===== config.mk =====
export PLATFORM = sky130hd
export DESIGN_NAME = lcd_hline_gen
export DESIGN_NICKNAME = d
export VERILOG_FILES = /design/src/rtl/lcd_hline_pkg.sv /design/src/rtl/lcd_hline_regs.sv /design/src/rtl/lcd_hline_seq.sv /design/src/rtl/lcd_hline_out.sv /design/src/rtl/lcd_hline_gen.sv
export SDC_FILE = /design/constraint.sdc
export NUM_CORES = 1
export LEC_CHECK = 0
export ABC_AREA = 1
export BUFFER_PORTS_ARGS = -buffer_cell sky130_fd_sc_hd__buf_4
export CORE_ASPECT_RATIO = 2
export CORE_MARGIN = 2
export CORE_UTILIZATION = 30
export DETAILED_ROUTE_END_ITERATION = 7
export GPL_ROUTABILITY_DRIVEN = 0
export SKIP_CTS_REPAIR_TIMING = 1
export SYNTH_ARGS = -nofsm -noshare
export SYNTH_HDL_FRONTEND = slang
export SYNTH_SLANG_ARGS = --single-unit

===== constraint.sdc =====
create_clock -name clk -period 2.4 [get_ports clk]
set_clock_uncertainty 0.05 [all_clocks]
set_input_delay 0.48 -clock clk [delete_from_list [all_inputs] [get_ports clk]]
set_output_delay 0.48 -clock clk [all_outputs]
set_load 0.02 [all_outputs]

===== src/rtl/lcd_hline_pkg.sv =====
package lcd_hline_pkg;
  localparam int WORD_W    = 32;
  localparam int FIELD_W   = 8;
  localparam int PPL_W     = 6;
  localparam int GRAN_LOG2 = 4;
  localparam int BP_LSB    = 24;
  localparam int FP_LSB    = 16;
  localparam int SW_LSB    = 8;
  localparam int PPL_LSB   = 2;
  localparam int IDX_W     = PPL_W + GRAN_LOG2;
  localparam int CNT_W     = (IDX_W > FIELD_W) ? IDX_W : FIELD_W;
  localparam logic [WORD_W-1:0] RSVD_MASK = WORD_W'((1 << PPL_LSB) - 1);

  typedef enum logic [1:0] {
    PH_SYNC = 2'd0,
    PH_BP   = 2'd1,
    PH_ACT  = 2'd2,
    PH_FP   = 2'd3
  } phase_t;

  typedef struct packed {
    logic [FIELD_W-1:0] bp;
    logic [FIELD_W-1:0] fp;
    logic [FIELD_W-1:0] sw;
    logic [PPL_W-1:0]   ppl;
  } timing_t;
endpackage


===== src/rtl/lcd_hline_regs.sv =====
module lcd_hline_regs
  import lcd_hline_pkg::*;
(
  input  logic              clk,
  input  logic              rst_n,
  input  logic              wr_en,
  input  logic [WORD_W-1:0] wdata,
  output logic [WORD_W-1:0] rdata,
  output timing_t           cfg
);
  logic [WORD_W-1:0] ctrl_q;

  always_ff @(posedge clk) begin
    if (!rst_n) begin
      ctrl_q <= '0;
    end else if (wr_en) begin
      ctrl_q <= wdata & ~RSVD_MASK;
    end
  end

  assign rdata   = ctrl_q;
  assign cfg.bp  = ctrl_q[BP_LSB  +: FIELD_W];
  assign cfg.fp  = ctrl_q[FP_LSB  +: FIELD_W];
  assign cfg.sw  = ctrl_q[SW_LSB  +: FIELD_W];
  assign cfg.ppl = ctrl_q[PPL_LSB +: PPL_W];
endmodule


===== src/rtl/lcd_hline_seq.sv =====
module lcd_hline_seq
  import lcd_hline_pkg::*;
(
  input  logic             clk,
  input  logic             rst_n,
  input  logic             step,
  input  timing_t          cfg,
  output phase_t           phase,
  output logic [CNT_W-1:0] cnt,
  output logic             last
);
  timing_t          shadow_q;
  phase_t           phase_q;
  phase_t           phase_nx;
  logic [CNT_W-1:0] cnt_q;
  logic [CNT_W-1:0] limit;

  // terminal count of the current phase, taken from the latched copy
  always_comb begin
    unique case (phase_q)
      PH_SYNC: limit = CNT_W'(shadow_q.sw);
      PH_BP:   limit = CNT_W'(shadow_q.bp);
      PH_ACT:  limit = CNT_W'({shadow_q.ppl, {GRAN_LOG2{1'b1}}});
      default: limit = CNT_W'(shadow_q.fp);
    endcase
  end

  always_comb begin
    unique case (phase_q)
      PH_SYNC: phase_nx = PH_BP;
      PH_BP:   phase_nx = PH_ACT;
      PH_ACT:  phase_nx = PH_FP;
      default: phase_nx = PH_SYNC;
    endcase
  end

  assign last = (cnt_q == limit);

  always_ff @(posedge clk) begin
    if (!rst_n) begin
      phase_q  <= PH_SYNC;
      cnt_q    <= '0;
      shadow_q <= '0;
    end else if (step) begin
      if (last) begin
        cnt_q   <= '0;
        phase_q <= phase_nx;
        if (phase_q == PH_FP) begin
          shadow_q <= cfg;
        end
      end else begin
        cnt_q <= cnt_q + CNT_W'(1);
      end
    end
  end

  assign phase = phase_q;
  assign cnt   = cnt_q;
endmodule


===== src/rtl/lcd_hline_out.sv =====
module lcd_hline_out
  import lcd_hline_pkg::*;
(
  input  phase_t           phase,
  input  logic [CNT_W-1:0] cnt,
  input  logic             last,
  input  logic             step,
  output logic             line_sync,
  output logic             data_en,
  output logic [IDX_W-1:0] pix_idx,
  output logic             eol
);
  assign line_sync = (phase == PH_SYNC);
  assign data_en   = (phase == PH_ACT);
  assign pix_idx   = data_en ? cnt[IDX_W-1:0] : '0;
  assign eol       = step && last && (phase == PH_FP);
endmodule


===== src/rtl/lcd_hline_gen.sv =====
module lcd_hline_gen
  import lcd_hline_pkg::*;
(
  input  logic              clk,
  input  logic              rst_n,
  input  logic              pix_en,
  input  logic              reg_wr_en,
  input  logic [WORD_W-1:0] reg_wdata,
  output logic [WORD_W-1:0] reg_rdata,
  output logic              line_sync,
  output logic              data_en,
  output logic [IDX_W-1:0]  pix_idx,
  output logic              eol
);
  timing_t          cfg;
  phase_t           phase;
  logic [CNT_W-1:0] cnt;
  logic             last;

  lcd_hline_regs u_regs (
    .clk   (clk),
    .rst_n (rst_n),
    .wr_en (reg_wr_en),
    .wdata (reg_wdata),
    .rdata (reg_rdata),
    .cfg   (cfg)
  );

  lcd_hline_seq u_seq (
    .clk   (clk),
    .rst_n (rst_n),
    .step  (pix_en),
    .cfg   (cfg),
    .phase (phase),
    .cnt   (cnt),
    .last  (last)
  );

  lcd_hline_out u_out (
    .phase     (phase),
    .cnt       (cnt),
    .last      (last),
    .step      (pix_en),
    .line_sync (line_sync),
    .data_en   (data_en),
    .pix_idx   (pix_idx),
    .eol       (eol)
  );
endmodule


=== Word-level counts from Yosys, hierarchy flattened ===
Index checks and enable logic that the tools add are counted.

* Add/subtract/negate cells: 1
* Reductions and logical operators: 5
* Mux-type cells: 4
* Eq/ne operators: 4

{| class="wikitable"
|+ Operators by type and width
! cell !! count
|-
| $pmux W10 S3 || 1
|-
| $mux W10 || 2
|-
| $add A10 B1 Y10 const B || 1
|-
| $eq A10 B10 Y1 || 1
|-
| $pmux W2 S3 || 1
|-
| $eq A2 B2 Y1 const B || 2
|-
| $reduce_and A3 Y1 || 1
|-
| $eq A2 B1 Y1 const B || 1
|-
| $logic_and A1 B1 Y1 || 2
|-
| $logic_not A2 Y1 || 1
|-
| $reduce_and A2 Y1 || 1
|}

* Output and inout bits: 45
* Logic and storage cells: 21
* Bits of input ports: 36
* Register bits: 72

=== Depth between registers and ports, before layout ===
Gate-level depths: netlist of run 1.

* Depth in word-level cells: 5
* Gate-level depth with buffers: 16
* Mapped depth without buffers: 15

=== Modules after synthesis ===
From an unflattened synthesis of run 1, not the netlist that was laid out.

* Cell total of the unflattened synthesis: 635
* Area total of the unflattened synthesis: 3985.1 um^2

{| class="wikitable"
|+ By module, submodules not included
! module !! area each (um^2) !! cells each !! instances !! sequential area each (um^2)
|-
| lcd_hline_seq || 2293.4 || 384 || 1 || 840.8
|-
| lcd_hline_regs || 1549.0 || 223 || 1 || 600.6
|-
| lcd_hline_out || 142.6 || 28 || 1 || 0.0
|}

=== Worst setup path after synthesis of run 1 ===
OpenSTA, ideal clock, no wires.

* Path type: register -> output
* Start point: register u_seq.phase_q[0], in the netlist u_seq.phase[0]
* End point: output eol
* Arrival time: 2.033 ns
* Data required time: 1.870 ns
* Path buffers: 1
* Slack: -0.163 ns
* Cell stages (with the launch flop): 14
* Cell sequence: dfxtp_1 -> inv_1 -> ha_1 -> buf_2 -> nand3_2 -> nand2_1 -> nand2_1 -> nor2_2 -> nand2_1 -> nor2_2 -> nand3_2 -> nor2_4 -> nand2_1 -> nor2_1

* Longest elaborated chain between the ends: 5
* Elaborated cells on any way between the ends: 8
* Classes of those cells: eq/ne (4); mux (1); reduce/logical (3)

{| class="wikitable"
|+ RTL lines
! what !! line !! source
|-
| start: declaration || lcd_hline_seq.sv:13 || <nowiki>phase_t phase_q;</nowiki>
|-
| start signal: assignment || lcd_hline_seq.sv:47 || <nowiki>phase_q <= phase_nx;</nowiki>
|-
| $eq A2 B2 Y1 || n/a ||
|-
| named net data_en || lcd_hline_gen.sv:11 || <nowiki>output logic data_en,</nowiki>
|-
| $pmux W10 S3 || lcd_hline_seq.sv:20 || <nowiki>unique case (phase_q)</nowiki>
|-
| $eq A10 B10 Y1 || lcd_hline_seq.sv:37 || <nowiki>assign last = (cnt_q == limit);</nowiki>
|-
| $logic_and A1 B1 Y1 (2 in series) || lcd_hline_out.sv:16 || <nowiki>assign eol = step && last && (phase == PH_FP);</nowiki>
|-
| end: declaration || lcd_hline_gen.sv:13 || <nowiki>output logic eol</nowiki>
|}

The timed path passes the listed nets, and every way through them passes these cells.

=== Worst setup path after layout of run 1 ===
* Start point: register u_seq.phase_q[0], in the netlist u_seq.phase[0]
* End point: output eol

* Longest elaborated chain between the ends: 5
* Elaborated cells on any way between the ends: 8
* Classes of those cells: eq/ne (4); mux (1); reduce/logical (3)

{| class="wikitable"
|+ RTL lines
! what !! line
|-
| $eq A2 B2 Y1, or another cell as far along || lcd_hline_seq.sv:20
|-
| $pmux W10 S3 || lcd_hline_seq.sv:20
|-
| $eq A10 B10 Y1 || lcd_hline_seq.sv:37
|-
| $logic_and A1 B1 Y1 || lcd_hline_out.sv:16
|-
| $logic_and A1 B1 Y1 (*) || lcd_hline_out.sv:16
|}

Mark *: on every way between the ends. The rest lies on a longest branch, timed or not.

==> results of run 1 <==
-- critical path: stages (launching register included) --
cell	delay [ns]
dfxtp_4	0.38
inv_2	0.07
ha_4	0.17
buf_12	0.13
a21oi_1	0.13
nand2_1	0.11
nand3_2	0.10
nand2_1	0.05
nor2_1	0.11
nand3_2	0.11
nor2_4	0.13
nand2_2	0.08
nor2_4	0.10
buf_6	0.12
-- routing by layer --
metal,track usage (%),routed length [um]
met1,18.70,3934
met4,6.158,237
met2,26.47,4575
met3,3.267,536
met5,0,0
-- area by class of cell --
cell class	count	area share, %
inverters	32	2.775
repair buffers	98	17.04
well taps	142	3.941
clock inverters	4	0.4996
multi-input cells	357	38.44
clock buffers	11	5.162
flip-flops and latches	72	32.14
-- power breakdown --
| group | leakage (uW) | internal (uW) | switching [uW] | total [uW] |
|---|---|---|---|---|
| combinational | 0.00129 | 500 | 800 | 1300 |
| clock | 0.000125 | 688 | 486 | 1170 |
| sequential | 0.000590 | 1270 | 74.1 | 1340 |
-- cells by family (layout without fill, tap and decap cells) --
family / Yosys count / in the layout / synth area share [%]
other: 1 / 2 / 0.1106
XOR/XNOR: 8 / 8 / 2.067
AND/OR/NAND/NOR: 273 / 273 / 34.22
flip-flops: 72 / 72 / 42.52
AO/OA/AOI/OAI: 68 / 68 / 10.11
buffers and inverters: 63 / 145 / 8.748
adder cells (fa/ha/maj): 6 / 6 / 2.215
-- sequential cells by signal (all words and copies together) (netlist names) --
name and count:
u_regs.rdata 30, u_seq.shadow_q 30, u_seq.cnt 10, u_seq.phase 2
-- stage by stage --
| stage | util (%) | setup slack [ns] |
|---|---|---|
| global placement | 37.12 | -0.02070 |
| floorplan | - | 0.01465 |
| detailed placement | 37.12 | -0.04284 |
| finish | 40.44 | -0.2683 |
| global route | 40.44 | -0.4096 |
| CTS | 39.41 | -0.4072 |
-- cell usage after synthesis --
| cell | number | share of area [%] |
|---|---|---|
| conb_1 | 1 | 0.11 |
| o211ai_1 | 1 | 0.22 |
| xnor2_1 | 1 | 0.26 |
| nor2_1 | 84 | 9.3 |
| buf_2 | 8 | 1.2 |
| or2_2 | 4 | 0.74 |
| o21ai_0 | 32 | 4.7 |
| buf_4 | 2 | 0.44 |
| nor3_1 | 2 | 0.30 |
| nand3_1 | 52 | 7.7 |
| nor2_4 | 1 | 0.33 |
| nand4_1 | 3 | 0.55 |
| nand3_2 | 4 | 1.2 |
| clkbuf_4 | 1 | 0.22 |
| inv_2 | 1 | 0.11 |
| nand3b_1 | 2 | 0.44 |
| nor2_2 | 2 | 0.37 |
| ha_1 | 6 | 2.2 |
| xor2_1 | 7 | 1.8 |
| clkbuf_2 | 1 | 0.15 |
| buf_6 | 5 | 1.7 |
| dfxtp_1 | 72 | 43 |
| buf_1 | 1 | 0.11 |
| a21oi_1 | 35 | 5.2 |
| inv_1 | 31 | 3.4 |
| nand2_2 | 1 | 0.18 |
| clkbuf_1 | 13 | 1.4 |
| or2_1 | 1 | 0.18 |
| nand2_1 | 117 | 13 |
-- worst paths after layout --
kind,cells past startpoint,slack [ns],startpoint,endpoint
setup / recovery,13,-0.27,u_seq.phase[0],eol
hold / removal,3,0.32,reg_wdata[29],u_regs.rdata[29]
setup reg to reg,13,0.12,u_seq.phase[0],u_seq.shadow_q[13]
hold reg to reg,2,0.41,u_seq.shadow_q[23],u_seq.shadow_q[23]
==> flow_metrics.py, run 1 <==
metrics = {
    "outcome": {
        "status": "finished with violations",
        "violations": "negative setup slack",
    },
    "floorplanning": {
        "io_pins": 81,
        "die_h_um": 154.3,
        "core-area_mm2": 0.01115,
        "die-area_mm2": 0.01222,
        "initial_core_util_pct": 30.40,
        "die_w_um": 79.16,
        "fp-row-count": 55,
    },
    "placed_design": {
        "port_buffers": 76,
        "dpl_cell_area_mm2": 0.004138,
        "place_hpwl_um": 6506,
        "placedCellCount": 697,
    },
    "critical_path": {
        "crit_path_max_fanout": 10,
        "arrival_ns": 2.14,
        "required_ns": 1.87,
        "startpoint_type": "flip-flop",
        "criticalPathCategory": "flip-flop to output port",
        "end_kind": "output port",
    },
    "clock_network": {
        "h-tree-depth": 3,
        "cts-root-buf": "clkbuf_16",
        "clock_latency_ns": 0.33,
        "numCtsBuffers": 9,
        "clockBufferDepth": 2,
        "cts_tree": "done",
        "path_clk_slew_ns": 0.06,
        "cts_sinks": 72,
    },
    "final_layout": {
        "drive_gt1_share_pct": 24.04,
        "design_area_mm2": 0.004508,
        "multi_input_area_mm2": 0.001733,
        "nets": 612,
        "fillers": 1192,
        "fin_cells": 716,
        "mostFrequentLayoutCell": "nand2_1",
        "final_cell_mix": "nand2_1, buf_4, nor2_1, dfxtp_1, nand3_1",
        "ff_latch_area_mm2": 0.001449,
        "area_growth_pct": 33.00,
        "n_antenna_cell": 0,
    },
    "timing": {
        "worst_slack_ns": -0.2683,
        "setup_viol": 1,
        "hold_viol": 0,
        "finalCritPeriodShare_pct": 111.2,
        "grt_setup_unrepaired": "yes",
        "slew_viol_final": 0,
        "fin_setup_tns_ns": -0.2683,
        "fmax_ghz": 0.3748,
        "whs_ns": 0.3163,
        "min_period_ns": 2.668,
    },
    "detailed_routing": {
        "drc_errors": 0,
        "vias_per_cell": 4.649,
        "wl_per_cell_um": 12.97,
        "vias": 3329,
        "drtPass1Iterations": 4,
        "drt_first_iter_violations": 212,
        "ant_nets": 0,
        "drt-total-wl_um": 9283,
    },
    "grt": {
        "grtUsageTotal_pct": 15.51,
        "grt_pass1_vias": 3049,
        "grt_pass1_wl_um": 14810,
        "antenna_found_initial": 0,
        "grt_max_degree": 35,
        "gr-total-overflow": 0,
    },
    "synth": {
        "synth_seq_cells": 72,
        "ys_types": 29,
        "ys.warnings.count": 0,
        "seq_area_frac_synth_pct": 42.52,
        "syn-cell-area_mm2": 0.003390,
        "synth_area_per_cell_um2": 6.903,
        "synthCells": 491,
    },
    "min_path": {
        "hold_class": "input port to flip-flop",
    },
    "pwr": {
        "power.density_mw_per_mm2": 846.0,
        "total_power_uw": 3814,
        "vdd_drop_max_mv": 0.6479,
        "leakage_uw": 0.002008,
    },
    "run": {
        "cap_violations": 0,
    },
}
Power figures use the tool's default switching activity.
==> inputs of run 2 (changes only) <==
==> constraint.sdc (replaced) <==
create_clock -name clk -period 2.4 [get_ports clk]
set_clock_uncertainty 0.05 [all_clocks]
set_input_delay 0.12 -clock clk [delete_from_list [all_inputs] [get_ports clk]]
set_output_delay 0.12 -clock clk [all_outputs]
set_load 0.02 [all_outputs]
==> flow_metrics.py, run 2 (synthesis gave the netlist of run 1 again) <==
metrics = {
    "clock_network": {
        "cts-root-buf": "clkbuf_16",
        "clock_latency_ns": 0.34,
        "clockBufferDepth": 2,
        "path_clk_slew_ns": 0.06,
        "cts_sinks": 72,
        "cts_tree": "done",
        "h-tree-depth": 3,
        "numCtsBuffers": 9,
    },
    "critical_path": {
        "criticalPathCategory": "flip-flop to output port",
        "ff2ff_setup_slack_ns": 0.23,
        "arrival_ns": 2.21,
        "crit_path_max_fanout": 5,
        "required_ns": 2.23,
        "crit_top_cell": "nand2_2",
        "cpPeakStageDelay_ns": 0.37,
        "startpoint_type": "flip-flop",
        "startpoint": "u_seq.phase[0]",
        "reg2reg_depth": 15,
        "path_cells": "inv_4, ha_4, buf_6, nand3_2, nand2_2, nand2_2, nor2_4, nand2_2, nor2_2, nand3_2, nor2_4, nand2_2, nor2_4, buf_6",
        "rr_startpoint": "u_seq.phase[0]",
        "crit_slowest_cell": "dfxtp_4",
        "end_kind": "output port",
        "regToRegEndpoint": "u_seq.shadow_q[14]",
    },
    "placed_design": {
        "port_buffers": 76,
        "dpl_cell_area_mm2": 0.004093,
        "place_hpwl_um": 6596,
    },
    "detailed_routing": {
        "dr_wl_met2_um": 4951,
        "drt_first_iter_violations": 199,
        "drc_errors": 0,
        "topRoutingLayerUsed": "met4",
        "wl_per_cell_um": 13.24,
        "drtPass1Iterations": 5,
        "vias": 3456,
        "met1Wirelength_um": 4166,
        "wl_met3_um": 442,
        "ant_nets": 0,
        "vias_per_cell": 4.658,
        "drt-total-wl_um": 9826,
    },
    "timing": {
        "hold_viol": 6,
        "setup_viol": 0,
        "fmax_ghz": 0.4199,
        "slew_viol_final": 0,
        "whs_ns": -0.03984,
        "grt_setup_unrepaired": "yes",
        "min_period_ns": 2.381,
        "fin_setup_tns_ns": 0,
        "finalCritPeriodShare_pct": 99.22,
    },
    "outcome": {
        "status": "finished with violations",
        "violations": "negative hold slack",
    },
    "grt": {
        "antenna_found_initial": 0,
        "grt_pass1_wl_um": 14580,
        "grtUsageTotal_pct": 15.24,
        "grt_pass1_vias": 2952,
        "grt_max_degree": 35,
        "gr-total-overflow": 0,
    },
    "final_layout": {
        "drive_gt1_share_pct": 24.50,
        "final_cell_mix": "nand2_1, buf_4, nor2_1, dfxtp_1, nand3_1",
        "mostFrequentLayoutCell": "nand2_1",
        "design_area_mm2": 0.004875,
        "area_growth_pct": 43.82,
        "n_antenna_cell": 0,
        "fillers": 1178,
        "nets": 637,
    },
    "floorplanning": {
        "fp-row-count": 55,
        "core-area_mm2": 0.01115,
        "io_pins": 81,
        "die_w_um": 79.16,
        "initial_core_util_pct": 30.40,
        "die-area_mm2": 0.01222,
        "die_h_um": 154.3,
    },
    "min_path": {
        "min_to": "u_regs.rdata[2]",
        "hold_path.startpoint": "reg_wdata[2]",
        "hold_class": "input port to flip-flop",
        "hold_depth": 3,
    },
    "pwr": {
        "leakage_uw": 0.002152,
        "vdd_drop_max_mv": 0.5724,
        "power.density_mw_per_mm2": 901.6,
        "total_power_uw": 4395,
    },
    "run": {
        "cap_violations": 0,
    },
}
==> run 2: cell count changes in the layout (fill, tap and decap cells not counted), sizes merged <==
| cell | change |
|---|---|
| dlygate4sd3 | +24 |
| clkinv | -3 |
| bufinv | +2 |
| clkinvlp | +2 |
| buf | +1 |
| clkbuf | -1 |
| inv | +1 |
==> run 2: layer usage <==
| layer | vias to the layer above | global-route usage, % |
|---|---|---|
| met5 | - | 0 |
| met4 | 0 | 7.061 |
| met3 | 20 | 2.975 |
| met2 | 106 | 25.99 |
| met1 | 1555 | 18.11 |
| li1 | 1775 | - |
==> run 2: where the power goes <==
part	internal, uW	switching (uW)	total [uW]
clock	941	526	1470
sequential	1270	77.0	1340
combinational	700	886	1590
total	2910	1490	4390
==> run 2: area by class of cell <==
| cell class | instances | area, um^2 | area share, % |
|---|---|---|---|
| clock buffer | 10 | 239.0 | 4.902 |
| clock inverter | 6 | 91.34 | 1.874 |
| inverter | 32 | 127.6 | 2.618 |
| multi-input combinational | 357 | 1754 | 35.99 |
| sequential | 72 | 1449 | 29.72 |
| tap | 142 | 177.7 | 3.645 |
| timing repair buffer | 123 | 1036 | 21.25 |
==> run 2: worst max-delay path, delay by kind of cell, from the launching register on <==
family,cells,cell delay [ns]
simple gates,10,1.00
fa+ha+maj,1,0.17
flops,1,0.37
buf+inv,3,0.34
==> run 2: through the flow <==
stage | hold slack, ns | worst slack, ns | util (%) | std cells
6_report | -0.03984 | 0.01871 | 43.73 | 742
5_1_grt | 0.001416 | -0.08834 | 43.73 | 742
4_1_cts | -0.05340 | -0.3302 | 39.67 | 707
3_5_place_dp | 0.2962 | 0.06375 | 36.71 | 691
3_3_place_gp | 0.2897 | 0.08689 | 36.71 | 691
2_1_floorplan | 0.2049 | 0.1968 | - | 492
==> run 2: how the worst max path moves through the flow <==
stage | to | depth (start not counted)
after floorplan | eol | 13
after global placement | eol | 12
after CTS | eol | 12
final | eol | 14
after detailed placement | eol | 12
after global routing | eol | 13
